**src/rtl/spi_eng_pkg.sv**
```systemverilog
package spi_eng_pkg;
  localparam int unsigned MIN_DIV_CODE = 3;

  typedef struct packed {
    logic cpol;
    logic cpha;
    logic txen;
  } spi_shape_t;
endpackage

```
**src/rtl/spi_eng_master.sv**
```systemverilog
module spi_eng_master
  import spi_eng_pkg::*;
#(
  parameter int W  = 16,
  parameter int LW = 4,
  parameter int BW = 7
) (
  input  logic          clk,
  input  logic          rst_n,
  input  logic          start,
  input  logic [W-1:0]  word,
  input  spi_shape_t    shape,
  input  logic [LW-1:0] len_m1,
  input  logic [BW-1:0] baud,
  input  logic          sin,
  output logic          busy,
  output logic          done,
  output logic          sclk,
  output logic          sout,
  output logic          ste_n,
  output logic [W-1:0]  rxw
);
  logic [BW:0]   per;
  logic [BW-1:0] h1, h2, hcur, cnt;
  logic          phase;
  logic [LW-1:0] bitc;
  logic [W-1:0]  sh;

  // bit period and its two halves; modulo arithmetic keeps h2 right at P=2^BW
  assign per  = (baud < BW'(MIN_DIV_CODE)) ? (BW+1)'(MIN_DIV_CODE + 1)
                                            : {1'b0, baud} + 1'b1;
  assign h1   = per[BW:1];
  assign h2   = per[BW-1:0] - h1;
  assign hcur = phase ? h2 : h1;

  always_ff @(posedge clk or negedge rst_n) begin
    if (!rst_n) begin
      busy  <= 1'b0;
      done  <= 1'b0;
      phase <= 1'b0;
      cnt   <= '0;
      bitc  <= '0;
      sh    <= '0;
      rxw   <= '0;
    end else begin
      done <= 1'b0;
      if (!busy) begin
        if (start) begin
          busy  <= 1'b1;
          phase <= 1'b0;
          cnt   <= '0;
          bitc  <= '0;
          sh    <= word;
          rxw   <= '0;
        end
      end else if (cnt == hcur - 1'b1) begin
        cnt <= '0;
        if (!phase) begin
          phase <= 1'b1;
          rxw   <= (rxw << 1) | W'(sin);
        end else begin
          phase <= 1'b0;
          if (bitc == len_m1) begin
            busy <= 1'b0;
            done <= 1'b1;
          end else begin
            bitc <= bitc + 1'b1;
            sh   <= sh << 1;
          end
        end
      end else begin
        cnt <= cnt + 1'b1;
      end
    end
  end

  assign sclk  = busy ? (shape.cpol ^ shape.cpha ^ phase) : shape.cpol;
  assign sout  = busy & shape.txen & sh[W-1];
  assign ste_n = ~busy;
endmodule

```
**src/rtl/spi_eng_slave.sv**
```systemverilog
module spi_eng_slave
  import spi_eng_pkg::*;
#(
  parameter int W    = 16,
  parameter int LW   = 4,
  parameter int SYNC = 2
) (
  input  logic          clk,
  input  logic          rst_n,
  input  logic          en,
  input  logic          load,
  input  logic [W-1:0]  word,
  input  spi_shape_t    shape,
  input  logic [LW-1:0] len_m1,
  input  logic          sclk_in,
  input  logic          sdi,
  input  logic          sel_n,
  output logic          busy,
  output logic          done,
  output logic          sout,
  output logic [W-1:0]  rxw
);
  logic [2:0]    stg [SYNC];
  logic          sck_s, sdi_s, sel_s, sck_prev;
  logic          act, chg, lead, trail, samp, shft, full;
  logic [LW-1:0] cntb;
  logic [W-1:0]  sh, rsh;

  // synchronizer chain for {clock, data, select}; select resets inactive
  always_ff @(posedge clk or negedge rst_n) begin
    if (!rst_n) stg[0] <= 3'b001;
    else        stg[0] <= {sclk_in, sdi, sel_n};
  end
  for (genvar k = 1; k < SYNC; k++) begin : g_sync
    always_ff @(posedge clk or negedge rst_n) begin
      if (!rst_n) stg[k] <= 3'b001;
      else        stg[k] <= stg[k-1];
    end
  end
  assign {sck_s, sdi_s, sel_s} = stg[SYNC-1];

  assign act   = en & ~sel_s;
  assign chg   = sck_s ^ sck_prev;
  assign lead  = act & chg & (sck_s != shape.cpol);
  assign trail = act & chg & (sck_s == shape.cpol);
  assign samp  = shape.cpha ? trail : lead;
  assign shft  = shape.cpha ? lead : trail;
  assign busy  = full | (cntb != '0);

  always_ff @(posedge clk or negedge rst_n) begin
    if (!rst_n) begin
      sck_prev <= 1'b0;
      done     <= 1'b0;
      full     <= 1'b0;
      cntb     <= '0;
      sh       <= '0;
      rsh      <= '0;
      rxw      <= '0;
    end else begin
      done     <= 1'b0;
      sck_prev <= sck_s;
      if (load && !busy) begin
        sh   <= word;
        full <= 1'b1;
      end
      if (!act) begin
        cntb <= '0;
        rsh  <= '0;
      end else begin
        if (samp) begin
          if (cntb == len_m1) begin
            rxw  <= (rsh << 1) | W'(sdi_s);
            rsh  <= '0;
            cntb <= '0;
            done <= 1'b1;
            full <= 1'b0;
            sh   <= '0;
          end else begin
            rsh  <= (rsh << 1) | W'(sdi_s);
            cntb <= cntb + 1'b1;
          end
        end
        // the first shift edge of a character has no sample before it
        if (shft && cntb != '0) sh <= sh << 1;
      end
    end
  end

  assign sout = act & shape.txen & sh[W-1];
endmodule

```
**src/rtl/spi_eng_rxhold.sv**
```systemverilog
module spi_eng_rxhold #(
  parameter int W = 16
) (
  input  logic         clk,
  input  logic         rst_n,
  input  logic         push,
  input  logic [W-1:0] word,
  input  logic         rdy,
  output logic         valid,
  output logic [W-1:0] data,
  output logic         ovr
);
  always_ff @(posedge clk or negedge rst_n) begin
    if (!rst_n) begin
      valid <= 1'b0;
      data  <= '0;
      ovr   <= 1'b0;
    end else begin
      if (valid && rdy) begin
        valid <= 1'b0;
        ovr   <= 1'b0;
      end
      if (push) begin
        data  <= word;
        valid <= 1'b1;
        if (valid && !rdy) ovr <= 1'b1;
      end
    end
  end
endmodule

```
**src/rtl/spi_engine.sv**
```systemverilog
module spi_engine
  import spi_eng_pkg::*;
#(
  parameter int W    = 16,
  parameter int BW   = 7,
  parameter int SYNC = 2,
  localparam int LW  = $clog2(W)
) (
  input  logic          clk,
  input  logic          rst_n,
  input  logic          cfg_master,
  input  logic          cfg_cpol,
  input  logic          cfg_cpha,
  input  logic          cfg_tx_en,
  input  logic [LW-1:0] cfg_len,
  input  logic [BW-1:0] cfg_baud,
  input  logic          tx_valid,
  output logic          tx_ready,
  input  logic [W-1:0]  tx_data,
  output logic          rx_valid,
  input  logic          rx_ready,
  output logic [W-1:0]  rx_data,
  output logic          rx_ovr,
  output logic          irq_tx,
  output logic          irq_rx,
  output logic          sclk_o,
  input  logic          sclk_i,
  output logic          mosi_o,
  input  logic          mosi_i,
  output logic          miso_o,
  input  logic          miso_i,
  output logic          ste_o,
  input  logic          ste_i
);
  spi_shape_t   shape;
  logic         m_busy, m_done, m_sout;
  logic         s_busy, s_done, s_sout;
  logic [W-1:0] m_rxw, s_rxw;

  assign shape = '{cpol: cfg_cpol, cpha: cfg_cpha, txen: cfg_tx_en};

  spi_eng_master #(.W(W), .LW(LW), .BW(BW)) u_mst (
    .clk(clk), .rst_n(rst_n),
    .start(cfg_master & tx_valid & ~m_busy), .word(tx_data),
    .shape(shape), .len_m1(cfg_len), .baud(cfg_baud), .sin(miso_i),
    .busy(m_busy), .done(m_done), .sclk(sclk_o), .sout(m_sout),
    .ste_n(ste_o), .rxw(m_rxw)
  );

  spi_eng_slave #(.W(W), .LW(LW), .SYNC(SYNC)) u_slv (
    .clk(clk), .rst_n(rst_n), .en(~cfg_master),
    .load(~cfg_master & tx_valid), .word(tx_data),
    .shape(shape), .len_m1(cfg_len),
    .sclk_in(sclk_i), .sdi(mosi_i), .sel_n(ste_i),
    .busy(s_busy), .done(s_done), .sout(s_sout), .rxw(s_rxw)
  );

  spi_eng_rxhold #(.W(W)) u_rx (
    .clk(clk), .rst_n(rst_n), .push(m_done | s_done),
    .word(m_done ? m_rxw : s_rxw), .rdy(rx_ready),
    .valid(rx_valid), .data(rx_data), .ovr(rx_ovr)
  );

  assign tx_ready = cfg_master ? ~m_busy : ~s_busy;
  assign mosi_o   = cfg_master & m_sout;
  assign miso_o   = ~cfg_master & s_sout;
  assign irq_tx   = m_done | s_done;
  assign irq_rx   = rx_valid;
endmodule

```
**config.mk**
```make
export PLATFORM = sky130hd
export DESIGN_NAME = spi_engine
export DESIGN_NICKNAME = d
export VERILOG_FILES = /design/src/rtl/spi_eng_pkg.sv /design/src/rtl/spi_eng_master.sv /design/src/rtl/spi_eng_slave.sv /design/src/rtl/spi_eng_rxhold.sv /design/src/rtl/spi_engine.sv
export SDC_FILE = /design/constraint.sdc
export NUM_CORES = 1
export LEC_CHECK = 0
export ABC_AREA = 1
export ABC_CLOCK_PERIOD_IN_PS = 5300
export BUFFER_PORTS_ARGS = -buffer_cell sky130_fd_sc_hd__buf_2
export CORE_MARGIN = 10
export CORE_UTILIZATION = 40
export DETAILED_ROUTE_END_ITERATION = 16
export PLACE_DENSITY = 0.7
export SYNTH_ARGS = -nofsm -noshare
export SYNTH_HDL_FRONTEND = slang
export SYNTH_SLANG_ARGS = --single-unit
```
**constraint.sdc**
```tcl
create_clock -name clk -period 5.3 [get_ports clk]
set_clock_uncertainty 0.15 [all_clocks]
set_input_delay 1.06 -clock clk [delete_from_list [all_inputs] [get_ports clk]]
set_output_delay 1.06 -clock clk [all_outputs]
set_load 0.1 [all_outputs]
```
==> out/summary.json <==
{
  "run_status": "completed",
  "floorplan.core_area_um2": 15830,
  "dr_total_vias": 5473,
  "yosys_warnings": 0,
  "finalWirelength_um": 15060,
  "area.growth.synth_to_final_pct": 17.52,
  "async_reset_ff_share_pct": 100.0,
  "number_of_buffers_inserted_for_hold_repair_after_clock_tree_synthesis": 0,
  "ys.flop_type": "dfrtp_1",
  "synth_fp_nets": 853,
  "largest_net_degree_at_the_start_of_global_routing": 56,
  "layout-drive-gt1-share_pct": 16.28,
  "synth.cell_area_um2": 6441,
  "cp_launch_type": "input port",
  "final_cell_mix": "nand2_1, dfrtp_1, nand3_1, inv_1, buf_2",
  "min-delay-path-class": "reg2reg",
  "max-slew-margin-rel_pct": 28.38,
  "worst_path_max_delay_cell": "ha_1",
  "finalNonFillerCells": 1088,
  "cts-root-buf": "clkbuf_16",
  "antennaDiodeCount": 0,
  "worstPathCellList": "buf_2, ha_1, inv_1, nor2_2, ha_1, inv_1, ha_1, o21ai_1, ha_1, inv_1, nor2_4, nand3_2, nor2_2, nand2_1, nand2_1, nand3_1, nand2_2, nand4_4, nand2_4, nand2_1, nand2_1",
  "gate_count_of_the_mapped_netlist": 802,
  "yosys_register_bits": 124,
  "antenna_violating_nets_post_route": 0,
  "grt_antenna_before_repair": 0,
  "grt_pass1_vias": 5319,
  "std_cell_rows": 46,
  "tns_ps": 0,
  "h_tree_levels": 4,
  "most_common_cell_after_layout_fill_and_taps_aside": "nand2_1",
  "fin_crit_ps": 4140,
  "seq_area_frac_synth_pct": 48.21,
  "path_class": "in2reg",
  "clock.fmax_ghz": 0.2416,
  "cellLeakagePower_uw": 0.003915,
  "ioPinCount": 64,
  "post-cts-setup-buffer-count": 0,
  "final-setup-viol-count": 0,
  "tritoncts_sink_count": 124,
  "gr-usage-all-layers_pct": 14.11,
  "final.period_utilization_pct": 78.11,
  "irDropWorstVdd_mv": 0.2482,
  "tritoncts.num_buffers": 17,
  "placed_cells_incl_taps": 1056,
  "worstPathRequired_ps": 5500,
  "vias_per_cell": 5.030,
  "worst-slew-pin-transition_ps": 1071,
  "detailedPlacementHpwl_um": 10660,
  "whs_ps": 195.2,
  "power_density_nw_per_um2": 472.2,
  "grt_first_pass_wirelength_um": 25670,
  "leftover_overflow_at_the_end_of_global_routing": 0,
  "critical_path.max_stage_delay_ps": 340,
  "die_width_um": 146.9,
  "critPathMaxFanout": 21,
  "ys_types": 39,
  "hold_viol": 0,
  "cts.path.max_buffers": 2,
  "cp.buffers_inverters": 4,
  "post_cts_resized": 0,
  "remaining_drc_errors": 0,
  "worstSetupEndpointType": "flop",
  "io_buffers": 63,
  "dr.first_iter.drc_count": 365,
  "max_cap_viol_count": 0,
  "avgSynthCellArea_um2": 8.031,
  "gpl.final_weighted_congestion": 0.8471,
  "critPathTopFamily": "simple AND/OR/NAND/NOR gates",
  "num-nets-final": 910,
  "dieArea_um2": 21580,
  "worst_ep_arrival_time_ps": 4340,
  "start_util_pct": 40.70,
  "worstSkewPairLatency_ps": 410,
  "routed_wire_length_per_instance_um": 13.84,
  "die_height_um": 146.9,
  "tritoncts": "yes",
  "final-max-slew-violation-count": 0,
  "synth_enable_flop_cells": 0,
  "setup_repair_after_global_routing_missed_its_margin": "false",
  "first_pass_iters": 7,
  "clkTransAtPathRegs_ps": 50
}
worst paths after layout:
| kind | start | end | slack [ps] | cells past startpoint |
|---|---|---|---|---|
| worst min-delay path | u_slv.stg[4]$_DFF_PN0_ | u_slv.sdi_s$_DFF_PN0_ | 200 | 0 |
| worst max-delay path | cfg_baud[0] | u_mst.sh[4]$_DFFE_PN0P_ | 1160 | 21 |
| worst min register to register | u_slv.stg[4]$_DFF_PN0_ | u_slv.sdi_s$_DFF_PN0_ | 200 | 0 |
| worst max register to register | u_mst.phase$_DFFE_PN0P_ | u_mst.sh[4]$_DFFE_PN0P_ | 1960 | 15 |
| max in group asynchronous | rst_n | u_rx.data[13]$_DFFE_PN0N_ | 3590 | 2 |
| min in group asynchronous | rst_n | u_slv.sh[5]$_DFF_PN0_ | 400 | 1 |
cells in the mapped netlist, drive strengths merged (8+ instances only):
cell	n	share of area [%]
ha	12	2.3
nand3	103	8.5
xor2	17	2.3
o22ai	33	3.2
dfrtp	122	47
nor2	36	2.6
a21oi	9	0.70
nand2	244	15
clkbuf	18	1.0
o21ai	52	4.2
nand4	8	1.1
o211ai	13	1.5
inv	99	5.8
buf	13	1.2
metal layers:
layer	part of all wire, %	track usage (%)	vias to the layer above
met5	0	0	-
met1	45	18.02	2587
met2	48	22.67	136
li1	-	-	2721
met3	4.2	3.102	29
met4	2.3	5.847	0
worst register-to-register path: cells and delay by family, from the launching register on:
| kind | cells | cell delay (ps) |
|---|---|---|
| buf+inv | 2 | 340 |
| compound gates | 1 | 280 |
| flops | 1 | 760 |
| fa+ha+maj | 1 | 210 |
| simple gates | 11 | 1540 |
where the power goes:
| part | total, uW | internal [uW] | switching, uW |
|---|---|---|---|
| sequential | 1290 | 1150 | 135 |
| combinational | 1040 | 319 | 725 |
| clock | 1240 | 827 | 417 |
layout make-up:
cell class / count / area (um^2)
timing repair buffer: 69 / 362.8
sequential: 124 / 3105
clock buffer: 23 / 478.0
tap: 216 / 270.3
multi-input combinational: 547 / 2816
fill: 1503 / 8258
inverter: 100 / 377.9
clock inverter: 9 / 158.9
state kept, by name, summed over array words and instances (netlist names), 3 cells and up, named ones only:
signal      flops
u_slv.cntb      4
u_mst.cnt       7
u_slv.stg       3
u_slv.rxw      16
u_mst.sh       16
u_mst.rxw      16
u_slv.rsh      15
u_slv.sh       16
u_mst.bitc      4
u_rx.data      16
kinds of logic (layout without fill, tap and decap cells):
family | Yosys count | in the layout | synth area share, %
buf+inv | 131 | 201 | 8.100
fa+ha+maj | 12 | 12 | 2.331
xor+xnor | 23 | 23 | 3.127
compound gates | 112 | 112 | 10.22
mux | 2 | 2 | 0.3108
simple gates | 398 | 398 | 27.70
flops | 124 | 124 | 48.21
stage by stage:
stage | setup slack [ps] | utilization (%) | cell area [um^2] | power [uW]
2_1_floorplan | 859.7 | - | 6441 | 2110
3_3_place_gp | 892.7 | 43.80 | 6933 | 2316
3_5_place_dp | 773.3 | 43.80 | 6933 | 2342
4_1_cts | 1178 | 47.83 | 7570 | 3595
5_1_grt | 854.7 | 47.83 | 7570 | 3773
6_report | 1160 | 47.83 | 7570 | 3574
Note: power is estimated with default switching activity, not from simulation.
